==> src/rtl/eew_pkg.sv <==
package eew_pkg;
    localparam int WORD_W = 16;
    localparam logic [2:0] WR_HEAD = 3'b101;

    typedef enum logic [1:0] {
        ST_IDLE  = 2'd0,
        ST_SHIFT = 2'd1,
        ST_CSLOW = 2'd2,
        ST_POLL  = 2'd3
    } eew_state_e;
endpackage

==> src/rtl/eew_tick.sv <==
module eew_tick #(
    parameter int HALF = 4
) (
    input  logic clk,
    input  logic rst_n,
    input  logic en,
    output logic tick
);
    localparam int CW = $clog2(HALF) + 1;
    localparam logic [CW-1:0] LAST = CW'(HALF - 1);

    logic [CW-1:0] cnt_d, cnt_q;

    always_comb begin
        tick  = en && (cnt_q == LAST);
        cnt_d = (!en || tick) ? '0 : cnt_q + CW'(1);
    end

    always_ff @(posedge clk or negedge rst_n) begin
        if (!rst_n) cnt_q <= '0;
        else        cnt_q <= cnt_d;
    end
endmodule

==> src/rtl/eew_sync2.sv <==
module eew_sync2 (
    input  logic clk,
    input  logic rst_n,
    input  logic din,
    output logic dout
);
    logic [1:0] ff_d, ff_q;

    always_comb ff_d = {ff_q[0], din};

    always_ff @(posedge clk or negedge rst_n) begin
        if (!rst_n) ff_q <= '0;
        else        ff_q <= ff_d;
    end

    assign dout = ff_q[1];
endmodule

==> src/rtl/eew_writer.sv <==
module eew_writer
    import eew_pkg::*;
#(
    parameter int AW         = 6,
    parameter int DIV_HALF   = 4,
    parameter int CS_LOW_CYC = 8,
    parameter int POLL_MAX   = 1000
) (
    input  logic          clk,
    input  logic          rst_n,
    input  logic          start,
    input  logic [AW-1:0] addr,
    input  logic [15:0]   wdata,
    input  logic          ee_do,
    output logic          ee_cs,
    output logic          ee_sk,
    output logic          ee_di,
    output logic          busy,
    output logic          done,
    output logic          timeout_err
);
    localparam int FL      = 3 + AW + WORD_W;
    localparam int BW      = $clog2(FL) + 1;
    localparam int CMAX    = (POLL_MAX > CS_LOW_CYC) ? POLL_MAX : CS_LOW_CYC;
    localparam int CW      = $clog2(CMAX) + 1;
    localparam logic [BW-1:0] LAST_BIT = BW'(FL - 1);
    localparam logic [CW-1:0] CS_LAST  = CW'(CS_LOW_CYC - 1);
    localparam logic [CW-1:0] PL_LAST  = CW'(POLL_MAX - 1);
    localparam logic [CW-1:0] SETTLE   = CW'(2);

    typedef struct packed {
        eew_state_e    st;
        logic [FL-1:0] shreg;
        logic [BW-1:0] bitcnt;
        logic [CW-1:0] cnt;
        logic          cs;
        logic          sk;
        logic          di;
        logic          done;
        logic          err;
    } regs_t;

    regs_t r_d, r_q;
    logic  tick;
    logic  do_s;

    eew_tick #(.HALF(DIV_HALF)) u_tick (
        .clk   (clk),
        .rst_n (rst_n),
        .en    (r_q.st == ST_SHIFT),
        .tick  (tick)
    );

    eew_sync2 u_sync (
        .clk   (clk),
        .rst_n (rst_n),
        .din   (ee_do),
        .dout  (do_s)
    );

    always_comb begin
        r_d      = r_q;
        r_d.done = 1'b0;
        r_d.err  = 1'b0;
        case (r_q.st)
            ST_IDLE: begin
                if (start) begin
                    r_d.st     = ST_SHIFT;
                    r_d.shreg  = {WR_HEAD, addr, wdata};
                    r_d.bitcnt = '0;
                    r_d.cs     = 1'b1;
                    r_d.sk     = 1'b0;
                    r_d.di     = WR_HEAD[2];
                end
            end
            ST_SHIFT: begin
                if (tick) begin
                    if (!r_q.sk) begin
                        r_d.sk = 1'b1;
                    end else begin
                        r_d.sk = 1'b0;
                        if (r_q.bitcnt == LAST_BIT) begin
                            r_d.cs  = 1'b0;
                            r_d.di  = 1'b0;
                            r_d.cnt = '0;
                            r_d.st  = ST_CSLOW;
                        end else begin
                            r_d.shreg  = r_q.shreg << 1;
                            r_d.di     = r_q.shreg[FL-2];
                            r_d.bitcnt = r_q.bitcnt + BW'(1);
                        end
                    end
                end
            end
            ST_CSLOW: begin
                if (r_q.cnt == CS_LAST) begin
                    r_d.cs  = 1'b1;
                    r_d.cnt = '0;
                    r_d.st  = ST_POLL;
                end else begin
                    r_d.cnt = r_q.cnt + CW'(1);
                end
            end
            ST_POLL: begin
                if (r_q.cnt >= SETTLE && do_s) begin
                    r_d.done = 1'b1;
                    r_d.cs   = 1'b0;
                    r_d.st   = ST_IDLE;
                end else if (r_q.cnt == PL_LAST) begin
                    r_d.err  = 1'b1;
                    r_d.cs   = 1'b0;
                    r_d.st   = ST_IDLE;
                end else begin
                    r_d.cnt = r_q.cnt + CW'(1);
                end
            end
            default: r_d.st = ST_IDLE;
        endcase
    end

    always_ff @(posedge clk or negedge rst_n) begin
        if (!rst_n) begin
            r_q <= '{st: ST_IDLE, shreg: '0, bitcnt: '0, cnt: '0,
                     cs: 1'b0, sk: 1'b0, di: 1'b0, done: 1'b0, err: 1'b0};
        end else begin
            r_q <= r_d;
        end
    end

    assign ee_cs       = r_q.cs;
    assign ee_sk       = r_q.sk;
    assign ee_di       = r_q.di;
    assign busy        = (r_q.st != ST_IDLE);
    assign done        = r_q.done;
    assign timeout_err = r_q.err;

    assert_di_stable_R3: assert property (@(posedge clk) disable iff (!rst_n)
        (r_q.sk && $past(r_q.sk)) |-> $stable(r_q.di));

    assert_sk_low_at_cs_fall_R5: assert property (@(posedge clk) disable iff (!rst_n)
        $fell(r_q.cs) |-> !r_q.sk);

    assert_cs_held_low_R6: assert property (@(posedge clk) disable iff (!rst_n)
        (r_q.st == ST_CSLOW) |-> !r_q.cs);

    assert_sk_quiet_poll_R7: assert property (@(posedge clk) disable iff (!rst_n)
        (r_q.st == ST_POLL) |-> (!r_q.sk && r_q.cs));

    assert_sk_moves_only_shift_R4: assert property (@(posedge clk) disable iff (!rst_n)
        $rose(r_q.sk) |-> ($past(r_q.st) == ST_SHIFT));

    assert_pulse_exclusive_R10: assert property (@(posedge clk) disable iff (!rst_n)
        !(r_q.done && r_q.err));

    assert_done_single_R10: assert property (@(posedge clk) disable iff (!rst_n)
        (r_q.done || r_q.err) |=> !(r_q.done || r_q.err));
endmodule

==> config.mk <==
export PLATFORM = sky130hd
export DESIGN_NAME = eew_writer
export DESIGN_NICKNAME = d
export VERILOG_FILES = /design/src/rtl/eew_pkg.sv /design/src/rtl/eew_tick.sv /design/src/rtl/eew_sync2.sv /design/src/rtl/eew_writer.sv
export SDC_FILE = /design/constraint.sdc
export NUM_CORES = 1
export LEC_CHECK = 0
export BUFFER_PORTS_ARGS = -buffer_cell sky130_fd_sc_hd__buf_2
export CORE_ASPECT_RATIO = 0.8
export CORE_MARGIN = 2
export CORE_UTILIZATION = 58
export DETAILED_ROUTE_END_ITERATION = 10
export PLACE_DENSITY = 0.84
export SLEW_MARGIN = 20
export SYNTH_ARGS = -nofsm -noshare
export SYNTH_HDL_FRONTEND = slang
export SYNTH_SLANG_ARGS = --single-unit
==> constraint.sdc <==
create_clock -name clk -period 3.25 [get_ports clk]
set_clock_uncertainty 0.2 [all_clocks]
set_input_delay 0.1625 -clock clk [delete_from_list [all_inputs] [get_ports clk]]
set_output_delay 0.1625 -clock clk [all_outputs]
set_load 0.01 [all_outputs]
==> summary.md, run 1 <==
| Metric | Value |
|---|---|
| Worst reg2reg endpoint | `r_q[14]` |
| Sequential share of the synthesized area | `49.2%` |
| Antenna diode count | `0` |
| Non-Filler Instances | `389` |
| Pint | `1.49 mW` |
| Vias in the first global route | `2016` |
| Initial Utilization | `59.3%` |
| Die Area | `5210 µm²` |
| Setup repair bufs after CTS | `0` |
| Cts hold-fix bufs | `23` |
| Core Area | `4540 µm²` |
| Synth async-reset ratio | `100%` |
| Net Sw Power | `0.987 mW` |
| CTS Sinks | `53` |
| Port Buf Inserts | `31` |
| Hold WS | `0.0143 ns` |
| Post-detail-place hpwl | `3.43 mm` |
| CP arrival | `2.65 ns` |
| RR Startpoint | `r_q[5]` |
| Final Max Tran Viols | `0` |
| DRT iter0 DRCs | `205` |
| Latest clock arrival within the worst-skew pair | `0.30 ns` |
| Synth cell types | `39` |
| Place WS | `0.567 ns` |
| Clock buffer depth | `2` |
| Fin worst setup slack | `0.633 ns` |
| Status | `complete, no violations` |
| Max stage delay on crit path | `0.57 ns` |
| Vias per cell | `5.56` |
| Post-DRT Antenna Nets | `0` |
| Final setup TNS | `0 ns` |
| TritonCTS clock tree | `done` |
| Hold/Removal Path Class | `in2reg` |
| Hold Startpoint | `start` |
| Top post-synthesis cells by count | `53 x dfrtp_1, 32 x a21oi_1, 32 x nor2_1` |
| Initial antenna violation count | `0` |
| Chip Width | `80.2 µm` |
| Area growth syn-to-layout | `20.6%` |
| Pin count of the biggest net entering global routing | `48` |
| H-Tree Depth | `2` |
| Min cycle time layout | `2.62 ns` |
| Leakage power | `1.47 nW` |
| Crit path kind | `reg2reg` |
| Layout Nets | `365` |
| RSZ-0062 raised after global routing | `false` |
| # Max-Cap Violations | `0` |
| Hold Fails Final Rpt | `0` |
| DRC | `0` |
| Routed WL | `5.38 mm` |
| Clock transition at path regs | `0.09 ns` |
| EDFF count, synth | `0` |
| Yosys warning count | `0` |
| Hold EP | `ee_sk` |
| Clock Root Buffer | `clkbuf_8` |
| GRT Total Usage | `23.1%` |
| Part of the power in the clock network | `14.2%` |
| FF+latch count, synth | `53` |
| Final Instance Area | `3250 µm²` |
| F_max | `382 MHz` |
| Layout fillers | `314` |
| Reg2reg path depth | `7` |
| Synth area leader | `dfrtp_1` |
| Most numerous cell in the Yosys netlist | `dfrtp_1` |
| GPL Wtd Cong | `0.875` |
| CP max FO | `22` |
| Syn Inst Count | `276` |
| Sequential share of power | `40.4%` |
| Yosys top cell area share | `49.2%` |
| Dpl cell area | `2910 µm²` |
| Cell Chain, Critical Path | `inv_1, ha_1, or3_1, o41ai_4, o211ai_2, or4_1, nand2_1` |
| Final Power | `2.48 mW` |
| Die Y | `65.0 µm` |
| Sw Ratio | `39.8%` |
| Crit path max-delay cell type | `or4_1` |
| Syn Nets | `312` |
| CP Capture Type | `flip-flop` |
| Fin crit share | `80.5%` |
| Cts repair resizes | `0` |
| Reg2reg setup slack | `0.63 ns` |
| Area contributors post-synth | `dfrtp_1 49%, mux2i_1 8.2%, a21oi_1 5.9%` |
| Combinational share of power | `45.4%` |
| Worst setup SP type | `flip-flop` |
| Dpl cells | `358` |
| Global-route wire length before repair | `9.29 mm` |
| Hold Path Depth | `3` |
| CP required | `3.28 ns` |
| Synth Flop Type | `dfrtp_1` |
| Final Util | `71.6%` |
| Standard-cell row count | `22` |
| Relative slew slack | `47.2%` |
| Syn_area_per_cell | `9.76 µm²` |
| Final global-route overflow total | `0` |
| Layout cells sized above 1 | `15.5%` |
| Synthesized area | `2700 µm²` |
| Io pins | `32` |
| Wirelength per Cell | `13.8 µm` |
| Final setup fails | `0` |
| DR vias | `2164` |
| Tightest Pin Transition | `0.792 ns` |
| Worst IR Drop VDD | `0.402 mV` |
| Power per cell area | `763 nW/µm²` |
| TritonCTS buffer count | `5` |
| Pre-antenna DRT Iters | `4` |
state kept, by name, indices dropped and copies added, names as in the netlist:
name          cells
r_q              43
u_tick.cnt_q      3
u_sync.ff_q       2
done              1
ee_cs             1
ee_di             1
ee_sk             1
timeout_err       1
routing by layer:
layer,vias up,wire length (µm),global-route usage (%)
met1,1017,2520,32.0
met5,-,0,0
li1,1079,-,-
met4,0,119,6.99
met3,14,192,6.55
met2,54,2550,35.2
worst max path at each step:
| stage | start | endpoint | slack (ns) | depth (start not counted) |
|---|---|---|---|---|
| final | r_q[5] | r_q[14] | 0.63 | 7 |
| after global routing | r_q[5] | r_q[9] | 0.48 | 7 |
| after CTS | r_q[48] | r_q[22] | 0.55 | 7 |
| after detailed placement | r_q[48] | r_q[22] | 0.57 | 7 |
| after global placement | r_q[48] | r_q[22] | 0.60 | 7 |
| after floorplan | r_q[48] | r_q[34] | 0.92 | 9 |
layout make-up:
type | instances | area, µm² | area share [%]
Clock buffer | 6 | 72.6 | 2.23
Clock inverter | 1 | 8.76 | 0.269
Inverter | 14 | 52.6 | 1.62
Multi-Input combinational cell | 196 | 1270 | 39.1
Sequential cell | 53 | 1330 | 40.8
Tap cell | 60 | 75.1 | 2.31
Timing Repair Buffer | 59 | 443 | 13.6
placed cells by master, fill, tap and decap left out, types with 3 or more instances in the layout:
master and count:
dfrtp_1 53, nor2_1 32, a21oi_1 32, buf_2 31, dlygate4sd3_1 23, mux2i_1 22, nand2_1 16, o21ai_0 15
inv_1 14, ha_1 10, or3_1 9, and3_1 7, and2_1 6, nand3_1 6, nand4_1 5, clkbuf_8 5
o31ai_1 4, buf_4 4, or2_2 3, nor3_1 3
logic make-up after synthesis:
logic type / Yosys count / synth area share [%]
AOI/OAI and AO/OA: 66 / 15.1
DFF: 53 / 49.2
and+or+nand+nor: 96 / 17.9
buffers and inverters: 27 / 4.13
muxes: 24 / 9.01
adders and majority gates: 10 / 4.64
worst max-delay path: cells and delay by family (launching register included):
kind | cells | cell delay (ns)
AND/OR/NAND/NOR | 3 | 1.01
buffers and inverters | 1 | 0.06
adder cells (fa/ha/maj) | 1 | 0.20
AO/OA/AOI/OAI | 2 | 0.67
flip-flops | 1 | 0.41
power groups by stage:
stage               Combinational, mW  Sequential (mW)  Clock [mW]
global placement                 1.00            0.995           0
floorplan                       0.843            0.971           0
global route                     1.27             1.03       0.395
detailed placement               1.05             1.00           0
CTS                              1.07            0.991       0.363
finish                           1.13             1.00       0.353
(Power assumes the default switching activity.)
==> run 2, diff against run 1 <==
--- a/config.mk
+++ b/config.mk
@@ -5,12 +5,13 @@
 export SDC_FILE = /design/constraint.sdc
 export NUM_CORES = 1
 export LEC_CHECK = 0
+export ABC_AREA = 1
 export BUFFER_PORTS_ARGS = -buffer_cell sky130_fd_sc_hd__buf_2
 export CORE_ASPECT_RATIO = 0.8
 export CORE_MARGIN = 2
-export CORE_UTILIZATION = 58
+export CORE_UTILIZATION = 59
 export DETAILED_ROUTE_END_ITERATION = 10
-export PLACE_DENSITY = 0.84
+export PLACE_DENSITY = 0.85
 export SLEW_MARGIN = 20
 export SYNTH_ARGS = -nofsm -noshare
 export SYNTH_HDL_FRONTEND = slang
==> constraint.sdc (replaced) <==
create_clock -name clk -period 2.61 [get_ports clk]
set_clock_uncertainty 0.2 [all_clocks]
set_input_delay 0.1305 -clock clk [delete_from_list [all_inputs] [get_ports clk]]
set_output_delay 0.1305 -clock clk [all_outputs]
set_load 0.01 [all_outputs]
==> run 2 against run 1 <==
  * Die area increased by 9.2%
  * Combinational power increased by 49%
  * Sequential cell count unchanged
  * Synthesized area increased by 12%
  * Sequential share of layout area decreased by 3.0 points
  * Register-to-register slack got worse by 0.18 ns
  * Sequential power increased by 24%
  * Design area increased by 7.9%
  * Via count increased by 24%
  * Global-route usage increased by 0.52 points
  * Clock power increased by 39%
  * First-iteration DRC count increased by 24%
  * Largest cell class is now multi-input combinational cells
==> summary.md, run 2 <==
| Metric | Value |
|---|---|
| Hold/Removal Path Class | `in2reg` |
| Initial Utilization | `60.8%` |
| Antenna diode count | `0` |
| Min cycle time layout | `2.16 ns` |
| Worst reg2reg endpoint | `r_q[15]` |
| Layout fillers | `392` |
| Synth Flop Type | `dfrtp_1` |
| Die Area | `5690 µm²` |
| Area contributors post-synth | `dfrtp_1 44%, nand2_1 14%, inv_1 6.7%` |
| RSZ-0062 raised after global routing | `false` |
| Net Sw Power | `1.53 mW` |
| Final Max Tran Viols | `0` |
| Relative slew slack | `71.8%` |
| Synth cell types | `27` |
| Worst setup SP type | `flip-flop` |
| Post-DRT Antenna Nets | `0` |
| DRC | `0` |
| Sw Ratio | `44.8%` |
| DRT iter0 DRCs | `255` |
| CP arrival | `2.17 ns` |
| GR Util met1 | `31.4%` |
| Commonest non-fill, non-tap cells in the layout | `114 x nand2_1, 54 x inv_1, 53 x dfrtp_1` |
| Tightest Pin Transition | `0.424 ns` |
| FF+latch count, synth | `53` |
| Cell Chain, Critical Path | `inv_1, ha_1, nand2_1, nand3_1, inv_1, nand2_1, nor2_2, nand2_2, nand2_1, nand2_1` |
| Synthesized area | `3010 µm²` |
| Post-detail-place hpwl | `4.27 mm` |
| Pint | `1.88 mW` |
| F_max | `463 MHz` |
| Vias per cell | `5.27` |
| CTS Sinks | `53` |
| Commonest non-fill, non-tap cell in the layout | `nand2_1` |
| Synth async-reset ratio | `100%` |
| Syn_area_per_cell | `7.64 µm²` |
| Core Area | `4950 µm²` |
| DR vias | `2673` |
| Final global-route overflow total | `0` |
| Hold Fails Final Rpt | `0` |
| Leakage power | `1.76 nW` |
| Clock buffer depth | `2` |
| Part of the power in the clock network | `14.4%` |
| H-Tree Depth | `2` |
| Max FFs per register | `43` |
| Global-route wire length before repair | `10.7 mm` |
| EDFF count, synth | `0` |
| Clock transition at path regs | `0.10 ns` |
| Port Buf Inserts | `31` |
| CP max FO | `11` |
| Combinational share of power | `49.1%` |
| Latest clock arrival within the worst-skew pair | `0.31 ns` |
| Crit path top cell by count | `nand2_1` |
| Crit path max-delay cell type | `dfrtp_1` |
| Io pins | `32` |
| Met2 global-route usage | `41.3%` |
| CP Capture Type | `flip-flop` |
| Chip Width | `83.9 µm` |
| # Max-Cap Violations | `0` |
| Sequential share of the synthesized area | `44.1%` |
| Vias in the first global route | `2444` |
| Max stage delay on crit path | `0.41 ns` |
| GRT Total Usage | `23.6%` |
| Initial antenna violation count | `0` |
| Cts repair resizes | `0` |
| Fin crit share | `82.8%` |
| Top Registers | `r_q x43, u_tick.cnt_q x3, u_sync.ff_q x2` |
| Status | `complete, no violations` |
| Final setup fails | `0` |
| Wirelength per Cell | `12.4 µm` |
| Reg with most FFs | `r_q` |
| Multi-input gate area | `1360 µm²` |
| TritonCTS clock tree | `done` |
| Area growth syn-to-layout | `16.5%` |
| Worst IR Drop VDD | `0.671 mV` |
| Clock Root Buffer | `clkbuf_8` |
| RR Startpoint | `r_q[48]` |
| Final setup TNS | `0 ns` |
| Pin count of the biggest net entering global routing | `55` |
| Top post-synthesis cells by count | `114 x nand2_1, 54 x inv_1, 53 x dfrtp_1` |
| CP Capture Point | `r_q[15]` |
| Crit path kind | `reg2reg` |
| Dpl cell area | `3170 µm²` |
| Met3 Use GR | `3.98%` |
| Synth area leader | `dfrtp_1` |
| Routed WL | `6.30 mm` |
| CP Launch Point | `r_q[48]` |
| Sequential share of power | `36.5%` |
| Reg2reg path depth | `10` |
| Syn Inst Count | `394` |
| Final Instance Area | `3510 µm²` |
| Standard-cell row count | `23` |
| Reg area | `1330 µm²` |
| TritonCTS buffer count | `5` |
| GPL Wtd Cong | `0.906` |
| CP required | `2.62 ns` |
| Layout Nets | `480` |
| Reg2reg setup slack | `0.45 ns` |
| Most numerous cell in the Yosys netlist | `nand2_1` |
| Pre-antenna DRT Iters | `5` |
| Layout cells sized above 1 | `12.1%` |
| Power per cell area | `972 nW/µm²` |
| Yosys top cell area share | `44.1%` |
| Syn Nets | `430` |
| Yosys warning count | `0` |
| Die Y | `67.9 µm` |
| GRT Max-Usage Layer | `met2` |
run 2: cell types whose count changed after synthesis, sizes merged, moves of 4 or more:
cell / delta
clkbuf: -6
and3: -7
a21oi: -20
or3: -10
o211ai: +18
nand2: +100
inv: +42
and2: -6
o31ai: -4
mux2i: -22
nand3: +26
buf: +9
o21ai: +13
run 2: power by group through the flow:
stage                     sequential [mW]  clock, mW  combinational, mW
after floorplan                      1.23          0               1.35
after global placement               1.24          0               1.59
after detailed placement             1.26          0               1.64
after CTS                            1.24      0.502               1.68
after global routing                 1.27      0.534               1.93
final                                1.24      0.491               1.68
run 2: area by class of cell:
class	instances	area share [%]
Clock inverter	3	0.749
Sequential cell	53	37.8
Multi-Input combinational cell	269	38.8
Timing Repair Buffer	59	12.5
Inverter	56	5.99
Tap cell	62	2.21
Clock buffer	5	1.96
run 2: cells by family (layout without fill, tap and decap cells):
| family | after synthesis | count (layout) | synth area share [%] |
|---|---|---|---|
| and+or+nand+nor | 192 | 192 | 27.4 |
| buffers and inverters | 72 | 123 | 10.8 |
| AOI/OAI and AO/OA | 63 | 63 | 12.4 |
| DFF | 53 | 53 | 44.1 |
| adders and majority gates | 10 | 10 | 4.16 |
| xor gates and xnor gates | 4 | 4 | 1.16 |
run 2: how the worst min path moves through the flow:
stage	end	startpoint	cells past startpoint	slack, ns
after floorplan	done	rst_n	0	-0.37
after global placement	u_sync.ff_q[0]	rst_n	1	-0.11
after detailed placement	u_sync.ff_q[1]	rst_n	1	-0.11
after CTS	ee_sk	start	5	0.06
after global routing	ee_sk	start	5	0.1
final	ee_sk	start	5	0.06
run 2: repair_timing:
action / 4_1_cts / 5_1_grt
hold buffers: 24 / 0
setup endpoints to repair: 0 / 0
buffers inserted: 0 / 0
hold endpoints to repair: 76 / 0
run 2: routing by layer:
metal / share of wire [%] / vias to the layer above / routed length, µm
met4: 0.64 / 0 / 40
li1: - / 1356 / -
met5: 0 / - / 0
met2: 47 / 63 / 2950
met3: 4.5 / 5 / 283
met1: 48 / 1249 / 3020
run 2: per-stage QoR:
step	util [%]	std cells	total power [mW]	worst slack [ns]	hold slack [ns]
floorplan	-	394	2.58	0.747	-0.365
global placement	64.1	475	2.83	0.548	-0.107
detailed placement	64.1	475	2.90	0.450	-0.109
CTS	70.9	507	3.42	0.443	0.0590
global route	70.9	507	3.73	0.251	0.0980
finish	70.9	507	3.41	0.449	0.0634
run 2: critical path, delay by kind of cell (launching register included):
kind / cells / cell delay [ns]
and+or+nand+nor: 7 / 1.01
DFF: 1 / 0.41
adders and majority gates: 1 / 0.28
buffers and inverters: 2 / 0.15
==> run 3, diff against run 2 <==
==> constraint.sdc (replaced) <==
create_clock -name clk -period 2.2 [get_ports clk]
set_clock_uncertainty 0.2 [all_clocks]
set_input_delay 0.11 -clock clk [delete_from_list [all_inputs] [get_ports clk]]
set_output_delay 0.11 -clock clk [all_outputs]
set_load 0.01 [all_outputs]
==> run 3 against run 2 <==
  * Register-to-register slack lost 0.31 ns
  * Design area rose by 2.2%
  * Largest power group unchanged
  * Utilization is 1.5 points higher
  * Highest routed layer unchanged
  * First-iteration DRC count down 17%
==> summary.md, run 3 (synthesized netlist as in run 2, its figures left out) <==
| Metric | Value |
|---|---|
| Post-DRT Antenna Nets | `0` |
| Final Max Tran Viols | `0` |
| Reg2reg setup slack | `0.14 ns` |
| DRT iter0 DRCs | `211` |
| Pin count of the biggest net entering global routing | `46` |
| Worst setup SP type | `flip-flop` |
| Wirelength per Cell | `12.7 µm` |
| H-Tree Depth | `2` |
| Area growth syn-to-layout | `19.0%` |
| Tightest Pin Transition | `0.805 ns` |
| Die Area | `5690 µm²` |
| Vias in the first global route | `2483` |
| Core Area | `4950 µm²` |
| CTS Sinks | `53` |
| Critical path buffers and inverters | `0` |
| Crit path max-delay cell type | `dfrtp_1` |
| Hold/Removal Path Class | `in2reg` |
| Leakage power | `1.80 nW` |
| Commonest non-fill, non-tap cells in the layout | `113 x nand2_1, 54 x inv_1, 51 x dfrtp_1` |
| Fin crit share | `93.7%` |
| Worst IR Drop VDD | `0.685 mV` |
| Initial Utilization | `60.8%` |
| TritonCTS buffer count | `5` |
| DRC | `0` |
| Vias per cell | `5.30` |
| Chip Width | `83.9 µm` |
| DR vias | `2713` |
| CP max FO | `6` |
| Top cell family by delay on the critical path | `simple AND/OR/NAND/NOR gates` |
| Die Y | `67.9 µm` |
| CP Capture Type | `flip-flop` |
| Final setup fails | `0` |
| Cell Chain, Critical Path | `ha_2, nand2_1, nor2_1, nand2_1, nor2_1, nor2_1, nor2_1, nand2_1, nand2_1, nand2_1` |
| F_max | `485 MHz` |
| Pre-antenna DRT Iters | `4` |
| Top Registers | `r_q x43, u_tick.cnt_q x3, u_sync.ff_q x2` |
| TritonCTS clock tree | `done` |
| Clock Root Buffer | `clkbuf_8` |
| Global-route wire length before repair | `11.0 mm` |
| Latest clock arrival within the worst-skew pair | `0.31 ns` |
| Io pins | `32` |
| Min cycle time layout | `2.06 ns` |
| Final setup TNS | `0 ns` |
| Hold Fails Final Rpt | `0` |
| Routed WL | `6.52 mm` |
| CP required | `2.20 ns` |
| Reg with most FFs | `r_q` |
| Port Buf Inserts | `31` |
| # Max-Cap Violations | `0` |
| Power per cell area | `1200 nW/µm²` |
| CP arrival | `2.07 ns` |
| GRT Total Usage | `24.2%` |
| Standard-cell row count | `23` |
| Hold WS | `0.0512 ns` |
| Clock buffer depth | `2` |
| Initial antenna violation count | `0` |
| Antenna diode count | `0` |
| Clock transition at path regs | `0.10 ns` |
| Post-detail-place hpwl | `4.33 mm` |
| Layout Nets | `485` |
| Crit path kind | `reg2reg` |
| Max FFs per register | `43` |
| Final global-route overflow total | `0` |
| GPL Wtd Cong | `0.898` |
| Crit path top cell by count | `nand2_1` |
| Commonest non-fill, non-tap cell in the layout | `nand2_1` |
| Layout cells sized above 1 | `14.2%` |
| Max stage delay on crit path | `0.46 ns` |
| Status | `complete, no violations` |
| Relative slew slack | `46.4%` |
## run 3: layout make-up
| cell class | instances | area [µm²] |
|---|---|---|
| timing repair buffer | 64 | 475 |
| fill | 357 | 1370 |
| sequential | 53 | 1330 |
| inverter | 56 | 210 |
| multi-input combinational | 269 | 1370 |
| clock inverter | 3 | 50.0 |
| clock buffer | 5 | 68.8 |
| tap | 62 | 77.6 |
## run 3: stage by stage
| stage | total power, mW | cell area [µm²] | cells | setup WS [ns] | utilization, % |
|---|---|---|---|---|---|
| final | 4.31 | 3580 | 512 | 0.138 | 72.4 |
| after global routing | 4.68 | 3580 | 512 | -0.00754 | 72.4 |
| after CTS | 4.20 | 3550 | 509 | 0.0183 | 71.6 |
| after detailed placement | 3.47 | 3190 | 477 | 0.0603 | 64.4 |
| after global placement | 3.38 | 3190 | 477 | 0.161 | 64.4 |
| after floorplan | 3.06 | 3010 | 394 | 0.337 | - |
## run 3: worst min-delay path: cells and delay by family
kind | cells | cell delay, ns
AO/OA/AOI/OAI | 1 | 0.06
buffers and inverters | 2 | 0.16
AND/OR/NAND/NOR | 2 | 0.20
## run 3: worst paths after layout
kind | start | cells after the start | to
max | r_q[6] | 10 | r_q[48]
min | start | 5 | ee_sk
max reg2reg | r_q[6] | 10 | r_q[48]
min reg2reg | u_sync.ff_q[0] | 0 | u_sync.ff_q[1]
max in group asynchronous | rst_n | 3 | r_q[32]
min in group asynchronous | rst_n | 2 | r_q[12]
## run 3: power by group
| part | internal (mW) | leakage (nW) | switching [mW] |
|---|---|---|---|
| Sequential | 1.31 | 0.676 | 0.168 |
| Clock | 0.349 | 0.0603 | 0.337 |
| Combinational | 0.778 | 1.06 | 1.37 |
## run 3: what timing repair did
item / in CTS / in global routing
endpoints found under the setup margin: 0 / 36
hold buffers: 24 / 0
resized for setup: 0 / 6
hold endpoints to repair: 57 / 0
setup buffers: 0 / 3
## run 3: per-layer routing
metal  track usage, %  part of all wire (%)  vias up
met5                0                     0        -
met4             6.25                  0.92        0
met3             4.22                   4.9        8
met2             42.9                    49       87
met1             31.5                    45     1242
li1                 -                     -     1376
